**config.mk**
```make
export PLATFORM = sky130hd
export DESIGN_NAME = sdc_cmd_engine
export DESIGN_NICKNAME = d
export VERILOG_FILES = /design/src/rtl/sdc_pkg.sv /design/src/rtl/sdc_crc7.sv /design/src/rtl/sdc_rsp_window.sv /design/src/rtl/sdc_cmd_engine.sv
export SDC_FILE = /design/constraint.sdc
export NUM_CORES = 1
export LEC_CHECK = 0
export ABC_AREA = 1
export ABC_CLOCK_PERIOD_IN_PS = 2800
export BUFFER_PORTS_ARGS = -buffer_cell sky130_fd_sc_hd__clkbuf_2
export CAP_MARGIN = 20
export CORE_ASPECT_RATIO = 1.5
export CORE_MARGIN = 1
export CORE_UTILIZATION = 60
export CTS_CLUSTER_DIAMETER = 30
export DETAILED_ROUTE_END_ITERATION = 10
export PLACE_DENSITY = 0.78
export SLEW_MARGIN = 0
export SYNTH_ARGS = -nofsm -noshare
export SYNTH_HDL_FRONTEND = slang
export SYNTH_SLANG_ARGS = --single-unit
```
**constraint.sdc**
```tcl
create_clock -name clk -period 2.8 [get_ports clk]
set_clock_uncertainty 0.15 [all_clocks]
set_input_delay 0.56 -clock clk [delete_from_list [all_inputs] [get_ports clk]]
set_output_delay 0.56 -clock clk [all_outputs]
set_load 0.01 [all_outputs]
```
**src/rtl/sdc_pkg.sv**
```systemverilog
`timescale 1ns/1ps
package sdc_pkg;

    localparam int FRAME_BITS = 48;
    localparam int FILL_BITS  = 48;
    localparam int CRC_SPAN   = 40;
    localparam int SHORT_BITS = 48;

    typedef enum logic [2:0] {
        ST_IDLE  = 3'd0,
        ST_DUMMY = 3'd1,
        ST_SEND  = 3'd2,
        ST_WAIT  = 3'd3,
        ST_RECV  = 3'd4,
        ST_BUSY  = 3'd5
    } sdc_state_e;

    // one serial step of the x^7 + x^3 + 1 code
    function automatic logic [6:0] crc7_step(input logic [6:0] c, input logic b);
        logic fb;
        fb = b ^ c[6];
        return {c[5:0], 1'b0} ^ (fb ? 7'h09 : 7'h00);
    endfunction

    function automatic logic [6:0] crc7_head(input logic [CRC_SPAN-1:0] d);
        logic [6:0] c;
        c = '0;
        for (int i = CRC_SPAN - 1; i >= 0; i--) c = crc7_step(c, d[i]);
        return c;
    endfunction

endpackage

```
**src/rtl/sdc_crc7.sv**
```systemverilog
`timescale 1ns/1ps
module sdc_crc7 (
    input  logic       clk,
    input  logic       rst_n,
    input  logic       clear,
    input  logic       en,
    input  logic       din,
    output logic [6:0] crc
);
    import sdc_pkg::*;

    logic [6:0] crc_d, crc_q;

    always_comb begin
        crc_d = crc_q;
        if (clear)   crc_d = '0;
        else if (en) crc_d = crc7_step(crc_q, din);
    end

    always_ff @(posedge clk or negedge rst_n) begin
        if (!rst_n) crc_q <= '0;
        else        crc_q <= crc_d;
    end

    assign crc = crc_q;
endmodule

```
**src/rtl/sdc_rsp_window.sv**
```systemverilog
`timescale 1ns/1ps
module sdc_rsp_window #(
    parameter int LONG_BITS = 136,
    parameter int FILLS     = 3,
    parameter int WIN_W     = 2
) (
    input  logic [LONG_BITS-1:0] rx_bits,
    input  logic                 is_long,
    input  logic [WIN_W-1:0]     win_idx,
    output logic [31:0]          word,
    output logic [15:0]          half
);
    import sdc_pkg::*;

    localparam int PAD_BITS = FILLS * FILL_BITS;
    localparam int LONG_PAD = PAD_BITS - LONG_BITS;

    logic [PAD_BITS-1:0]  padded;
    logic [FILL_BITS-1:0] fills [FILLS];
    logic [FILL_BITS-1:0] sel;

    assign padded = is_long ? (PAD_BITS'(rx_bits) << LONG_PAD)
                            : (PAD_BITS'(rx_bits[SHORT_BITS-1:0]) << (PAD_BITS - SHORT_BITS));

    for (genvar g = 0; g < FILLS; g++) begin : g_fill
        assign fills[g] = padded[PAD_BITS-1-g*FILL_BITS -: FILL_BITS];
    end

    always_comb begin
        sel = fills[0];
        for (int i = 0; i < FILLS; i++)
            if (win_idx == WIN_W'(i)) sel = fills[i];
    end

    assign word = sel[FILL_BITS-1 -: 32];
    assign half = sel[15:0];
endmodule

```
**src/rtl/sdc_cmd_engine.sv**
```systemverilog
`timescale 1ns/1ps
module sdc_cmd_engine #(
    parameter int LONG_BITS    = 136,
    parameter int TIMEOUT_CLKS = 64,
    parameter int DUMMY_CLKS   = 8
) (
    input  logic        clk,
    input  logic        rst_n,
    input  logic        start,
    input  logic [5:0]  cmd_op,
    input  logic [31:0] cmd_arg,
    input  logic        cfg_rsp_en,
    input  logic        cfg_crc_chk,
    input  logic        cfg_rsp_long,
    input  logic        cfg_dummy,
    input  logic        cfg_busy_wait,
    input  logic        cmd_in,
    input  logic        dat0_in,
    input  logic        rsp_pop,
    output logic        cmd_out,
    output logic        cmd_oe,
    output logic        busy,
    output logic        rsp_full,
    output logic [31:0] rsp_word,
    output logic [15:0] rsp_half,
    output logic        sts_done,
    output logic        sts_err,
    output logic        sts_timeout,
    output logic        sts_crc_err
);
    import sdc_pkg::*;

    localparam int FILLS = (LONG_BITS + FILL_BITS - 1) / FILL_BITS;
    localparam int WIN_W = $clog2(FILLS + 1);
    localparam int MAXC1 = (LONG_BITS > TIMEOUT_CLKS) ? LONG_BITS : TIMEOUT_CLKS;
    localparam int MAXC  = (MAXC1 > DUMMY_CLKS) ? MAXC1 : DUMMY_CLKS;
    localparam int CNT_W = $clog2(MAXC + 1);

    localparam logic [CNT_W-1:0] DUMMY_LAST = CNT_W'(DUMMY_CLKS - 1);
    localparam logic [CNT_W-1:0] FRAME_LAST = CNT_W'(FRAME_BITS - 1);
    localparam logic [CNT_W-1:0] WAIT_LAST  = CNT_W'(TIMEOUT_CLKS - 1);
    localparam logic [CNT_W-1:0] SHORT_LAST = CNT_W'(SHORT_BITS - 1);
    localparam logic [CNT_W-1:0] LONG_LAST  = CNT_W'(LONG_BITS - 1);
    localparam logic [CNT_W-1:0] CRC_END    = CNT_W'(CRC_SPAN);
    localparam logic [WIN_W-1:0] WIN_LONG   = WIN_W'(FILLS - 1);

    typedef struct packed {
        sdc_state_e             st;
        logic [FRAME_BITS-1:0]  tx;
        logic [CNT_W-1:0]       cnt;
        logic [LONG_BITS-1:0]   rx;
        logic                   c_rsp;
        logic                   c_chk;
        logic                   c_long;
        logic                   c_busy;
        logic                   full;
        logic [WIN_W-1:0]       win;
        logic                   done;
        logic                   err;
        logic                   tmo;
        logic                   crcerr;
    } eng_t;

    eng_t       q, d;
    logic       crc_clr, crc_en, crc_bit;
    logic [6:0] crc_rx;
    logic [CNT_W-1:0] len_last;
    logic [WIN_W-1:0] win_last;
    logic [39:0]      head;
    logic             mismatch;

    assign len_last = q.c_long ? LONG_LAST : SHORT_LAST;
    assign win_last = q.c_long ? WIN_LONG : '0;
    assign head     = {2'b01, cmd_op, cmd_arg};

    always_comb begin
        d        = q;
        crc_clr  = 1'b0;
        crc_en   = 1'b0;
        crc_bit  = cmd_in;
        mismatch = 1'b0;

        if (rsp_pop && q.full) begin
            if (q.win == win_last) d.full = 1'b0;
            else                   d.win  = q.win + 1'b1;
        end

        case (q.st)
            ST_IDLE: begin
                if (start) begin
                    d.done   = 1'b0;
                    d.err    = 1'b0;
                    d.tmo    = 1'b0;
                    d.crcerr = 1'b0;
                    d.full   = 1'b0;
                    d.win    = '0;
                    d.c_rsp  = cfg_rsp_en;
                    d.c_chk  = cfg_crc_chk;
                    d.c_long = cfg_rsp_long;
                    d.c_busy = cfg_busy_wait;
                    d.tx     = {head, crc7_head(head), 1'b1};
                    d.cnt    = '0;
                    crc_clr  = 1'b1;
                    d.st     = cfg_dummy ? ST_DUMMY : ST_SEND;
                end
            end
            ST_DUMMY: begin
                if (q.cnt == DUMMY_LAST) begin
                    d.cnt = '0;
                    d.st  = ST_SEND;
                end else begin
                    d.cnt = q.cnt + 1'b1;
                end
            end
            ST_SEND: begin
                d.tx = {q.tx[FRAME_BITS-2:0], 1'b1};
                if (q.cnt == FRAME_LAST) begin
                    d.cnt = '0;
                    if (q.c_rsp) begin
                        d.st = ST_WAIT;
                    end else begin
                        d.st   = ST_IDLE;
                        d.done = 1'b1;
                    end
                end else begin
                    d.cnt = q.cnt + 1'b1;
                end
            end
            ST_WAIT: begin
                if (!cmd_in) begin
                    d.rx   = {q.rx[LONG_BITS-2:0], 1'b0};
                    d.cnt  = CNT_W'(1);
                    crc_en = 1'b1;
                    d.st   = ST_RECV;
                end else if (q.cnt == WAIT_LAST) begin
                    d.tmo  = 1'b1;
                    d.err  = 1'b1;
                    d.done = 1'b1;
                    d.st   = ST_IDLE;
                end else begin
                    d.cnt = q.cnt + 1'b1;
                end
            end
            ST_RECV: begin
                d.rx   = {q.rx[LONG_BITS-2:0], cmd_in};
                d.cnt  = q.cnt + 1'b1;
                crc_en = (q.cnt < CRC_END);
                if (q.cnt == len_last) begin
                    mismatch = q.c_chk && !q.c_long && (q.rx[6:0] != crc_rx);
                    d.crcerr = mismatch;
                    d.err    = mismatch;
                    d.full   = 1'b1;
                    d.win    = '0;
                    d.done   = !q.c_busy;
                    d.st     = q.c_busy ? ST_BUSY : ST_IDLE;
                end
            end
            ST_BUSY: begin
                if (dat0_in) begin
                    d.done = 1'b1;
                    d.st   = ST_IDLE;
                end
            end
            default: d.st = ST_IDLE;
        endcase
    end

    always_ff @(posedge clk or negedge rst_n) begin
        if (!rst_n) begin
            q    <= '0;
            q.st <= ST_IDLE;
        end else begin
            q <= d;
        end
    end

    sdc_crc7 u_crc (
        .clk   (clk),
        .rst_n (rst_n),
        .clear (crc_clr),
        .en    (crc_en),
        .din   (crc_bit),
        .crc   (crc_rx)
    );

    sdc_rsp_window #(
        .LONG_BITS (LONG_BITS),
        .FILLS     (FILLS),
        .WIN_W     (WIN_W)
    ) u_win (
        .rx_bits (q.rx),
        .is_long (q.c_long),
        .win_idx (q.win),
        .word    (rsp_word),
        .half    (rsp_half)
    );

    assign cmd_oe      = (q.st == ST_SEND);
    assign cmd_out     = (q.st == ST_SEND) ? q.tx[FRAME_BITS-1] : 1'b1;
    assign busy        = (q.st != ST_IDLE);
    assign rsp_full    = q.full;
    assign sts_done    = q.done;
    assign sts_err     = q.err;
    assign sts_timeout = q.tmo;
    assign sts_crc_err = q.crcerr;
endmodule

```
==> out/metrics.yaml <==
portBuffers: 104
htreeDepth: 2
drc: 0
via_per_inst: 5.652
antenna_found_initial: 1
io_pins: 105
drt-total-wl_mm: 30.94
grt_usage_pct: 32.68
critPathLaunchType: "register"
cts_tree: "built"
setup_ws_ns: 0.03392
ir_drop_v: 0.0008536
die_h_um: 170.7
synthFlopType: "dfrtp_1"
cp.arrival_ns: 2.06
yosysWarnings: 0
p_leak_nw: 6.670
drive_gt1_share_pct: 17.18
synth_area_per_cell_um2: 7.377
placedCellCount: 1858
maxCapViolations: 0
core.rowCount: 61
nets: 1704
final-setup-viol-count: 0
synth_cell_type_count: 38
period_share_pct: 98.79
die_area_um2: 19540
netlist.area_leader.share_pct: 46.83
syn_to_final_growth_pct: 21.53
outcome: "completed"
tightest_slew_ns: 0.8057
power.density_nw_per_um2: 1092
hold_violations: 0
cts_root_buf: "clkbuf_16"
postPlaceCellArea_um2: 12320
dp_hpwl_mm: 19.91
fp.dieW_um: 114.5
netlist_area_um2: 11380
clkSinkCount: 213
min_path_type: "in2reg"
vias: 10900
synth_most_common_cell: "nand2_1"
whs_ns: 0.1295
final_cell_area_um2: 13830
fin_tns_setup_ns: 0
fmax_ghz: 0.3615
initial_core_util_pct: 61.37
clock_path_buffers: 3
synth-edff-count: 0
grt_pass1_wl_mm: 50.43
cts.clk_slew.worst_paths_ns: 0.05
grt_pass1_vias: 10990
crit_type: "reg2out"
fill_cells: 1477
gp_congestion: 0.8984
grt_start_max_net_pins: 86
rsz0062_at_grt: "yes"
antenna_left: 0
grt-ovfl-total: 0
core_area_um2: 18550
synthCells: 1543
period_minus_slack_ns: 2.766
pre_cts_ws_ns: -0.1379
synth_fp_nets: 1595
drtPass1Iterations: 5
yosys.area.top_type: "dfrtp_1"
drt_iter0_markers: 883
drv_slew: 0
synthArstFlopShare_pct: 100.0
max_slew_margin_pct: 46.23
path_max_fanout: 18
insertion_delay_ns: 0.51
synth_area_leaders: "dfrtp_1 (47%), nand2_1 (13%), o21ai_0 (12%)"
cts_buffers: 36
fin_cells: 1929
critPathRequiredTime_ns: 2.09
crit_path_end_kind: "output port"
netlist_top_cells_count: "nand2_1 (392), o21ai_0 (266), inv_1 (224)"
wire_per_inst_um: 16.04
yosys_register_bits: 213
ys_seq_area_share_pct: 46.83
routing by layer:
layer | GRT usage [%] | part of all wire [%] | up-vias
li1 | - | - | 5182
met1 | 35.32 | 38 | 5217
met2 | 59.03 | 51 | 382
met3 | 6.412 | 5.6 | 121
met4 | 18.69 | 5.2 | 0
met5 | 0 | 0 | -
path summary, 6_finish.rpt:
path / startpoint / to / slack (ns) / depth (start not counted)
worst max-delay path: q[5] / rsp_word[1] / 0.03 / 9
worst min-delay path: cfg_crc_chk / q[9] / 0.13 / 3
worst max register to register: q[204] / u_crc.crc[3] / 0.33 / 9
worst min register to register: q[155] / q[155] / 0.31 / 2
max in group asynchronous: rst_n / q[135] / 1.29 / 3
min in group asynchronous: rst_n / q[25] / 0.45 / 2
flip-flops by register name (all words and copies together) (netlist names):
signal,flops
q,201
rsp_full,1
sts_crc_err,1
sts_done,1
sts_err,1
sts_timeout,1
u_crc.crc,7
report_power, final:
| part | leakage (nW) | switching (mW) | internal, mW |
|---|---|---|---|
| clock | 0.608 | 1.51 | 2.92 |
| combinational | 3.35 | 3.95 | 2.21 |
| sequential | 2.71 | 0.547 | 3.97 |
| total | 6.67 | 6.01 | 9.09 |
per-stage QoR:
stage,power (mW),utilization [%]
3_5_place_dp,10.34,66.45
5_1_grt,16.10,74.59
3_3_place_gp,10.19,66.45
4_1_cts,14.93,74.24
2_1_floorplan,8.424,-
6_report,15.10,74.59
repair_timing:
action	4_1_cts	5_1_grt
gates cloned	4	1
hold endpoints to repair	52	0
pin swaps	0	1
endpoints found under the setup margin	41	45
hold buffers	1	0
buffers inserted	2	1
resized for setup	34	68
area by class of cell:
| type | instances | area, um^2 | share of cell area [%] |
|---|---|---|---|
| sequential | 213 | 5333 | 38.55 |
| multi-input combinational | 1020 | 4987 | 36.05 |
| timing repair buffer | 145 | 1076 | 7.779 |
| clock buffer | 45 | 1006 | 7.272 |
| inverter | 236 | 899.6 | 6.503 |
| tap | 252 | 315.3 | 2.279 |
| clock inverter | 17 | 214.0 | 1.547 |
| antenna | 1 | 2.502 | 0.01809 |
cell families (layout without fill, tap and decap cells):
family                     Yosys count  count (layout)  synth area share (%)
AOI/OAI and AO/OA                  421             421                 19.72
xor gates and xnor gates            15              15                 1.352
adders and majority gates            3               3                0.3298
buffers and inverters              310             443                 10.25
DFF                                213             213                 46.83
muxes                                1               1               0.09893
other                                0               1                     0
and+or+nand+nor                    580             580                 21.42
critical path, cell delays in order (launching register included):
cell and delay (ns):
dfrtp_1 0.41, inv_2 0.08, ha_4 0.18, nand2_4 0.10, buf_12 0.18, buf_4 0.17, o21ai_0 0.15, nand2_1 0.06
o21ai_0 0.08, clkbuf_2 0.16
placed cells by master, fill, tap and decap left out, types with 2 or more instances in the layout:
cell type	count
clkbuf_8	6
nor3_1	7
nand3_2	3
a21oi_1	89
a21oi_2	10
buf_2	21
a221oi_1	10
o21ai_2	7
xor2_2	3
o211ai_1	18
clkbuf_16	38
dfrtp_1	211
nand3b_1	7
clkinv_2	6
clkbuf_1	3
buf_12	12
o21ai_1	33
bufinv_16	4
dfrtp_2	2
xor2_1	5
buf_4	23
o22ai_1	16
clkinv_4	2
inv_6	6
nand2_2	32
clkbuf_2	82
nor4_1	4
nand2_1	390
nor2_1	66
nand2_4	6
nand4_1	5
inv_1	220
buf_16	2
nand3_1	55
inv_2	12
nor2_2	4
o21ai_0	226
o221ai_1	2
o21a_1	3
xnor2_1	7
(Power assumes the default switching activity.)
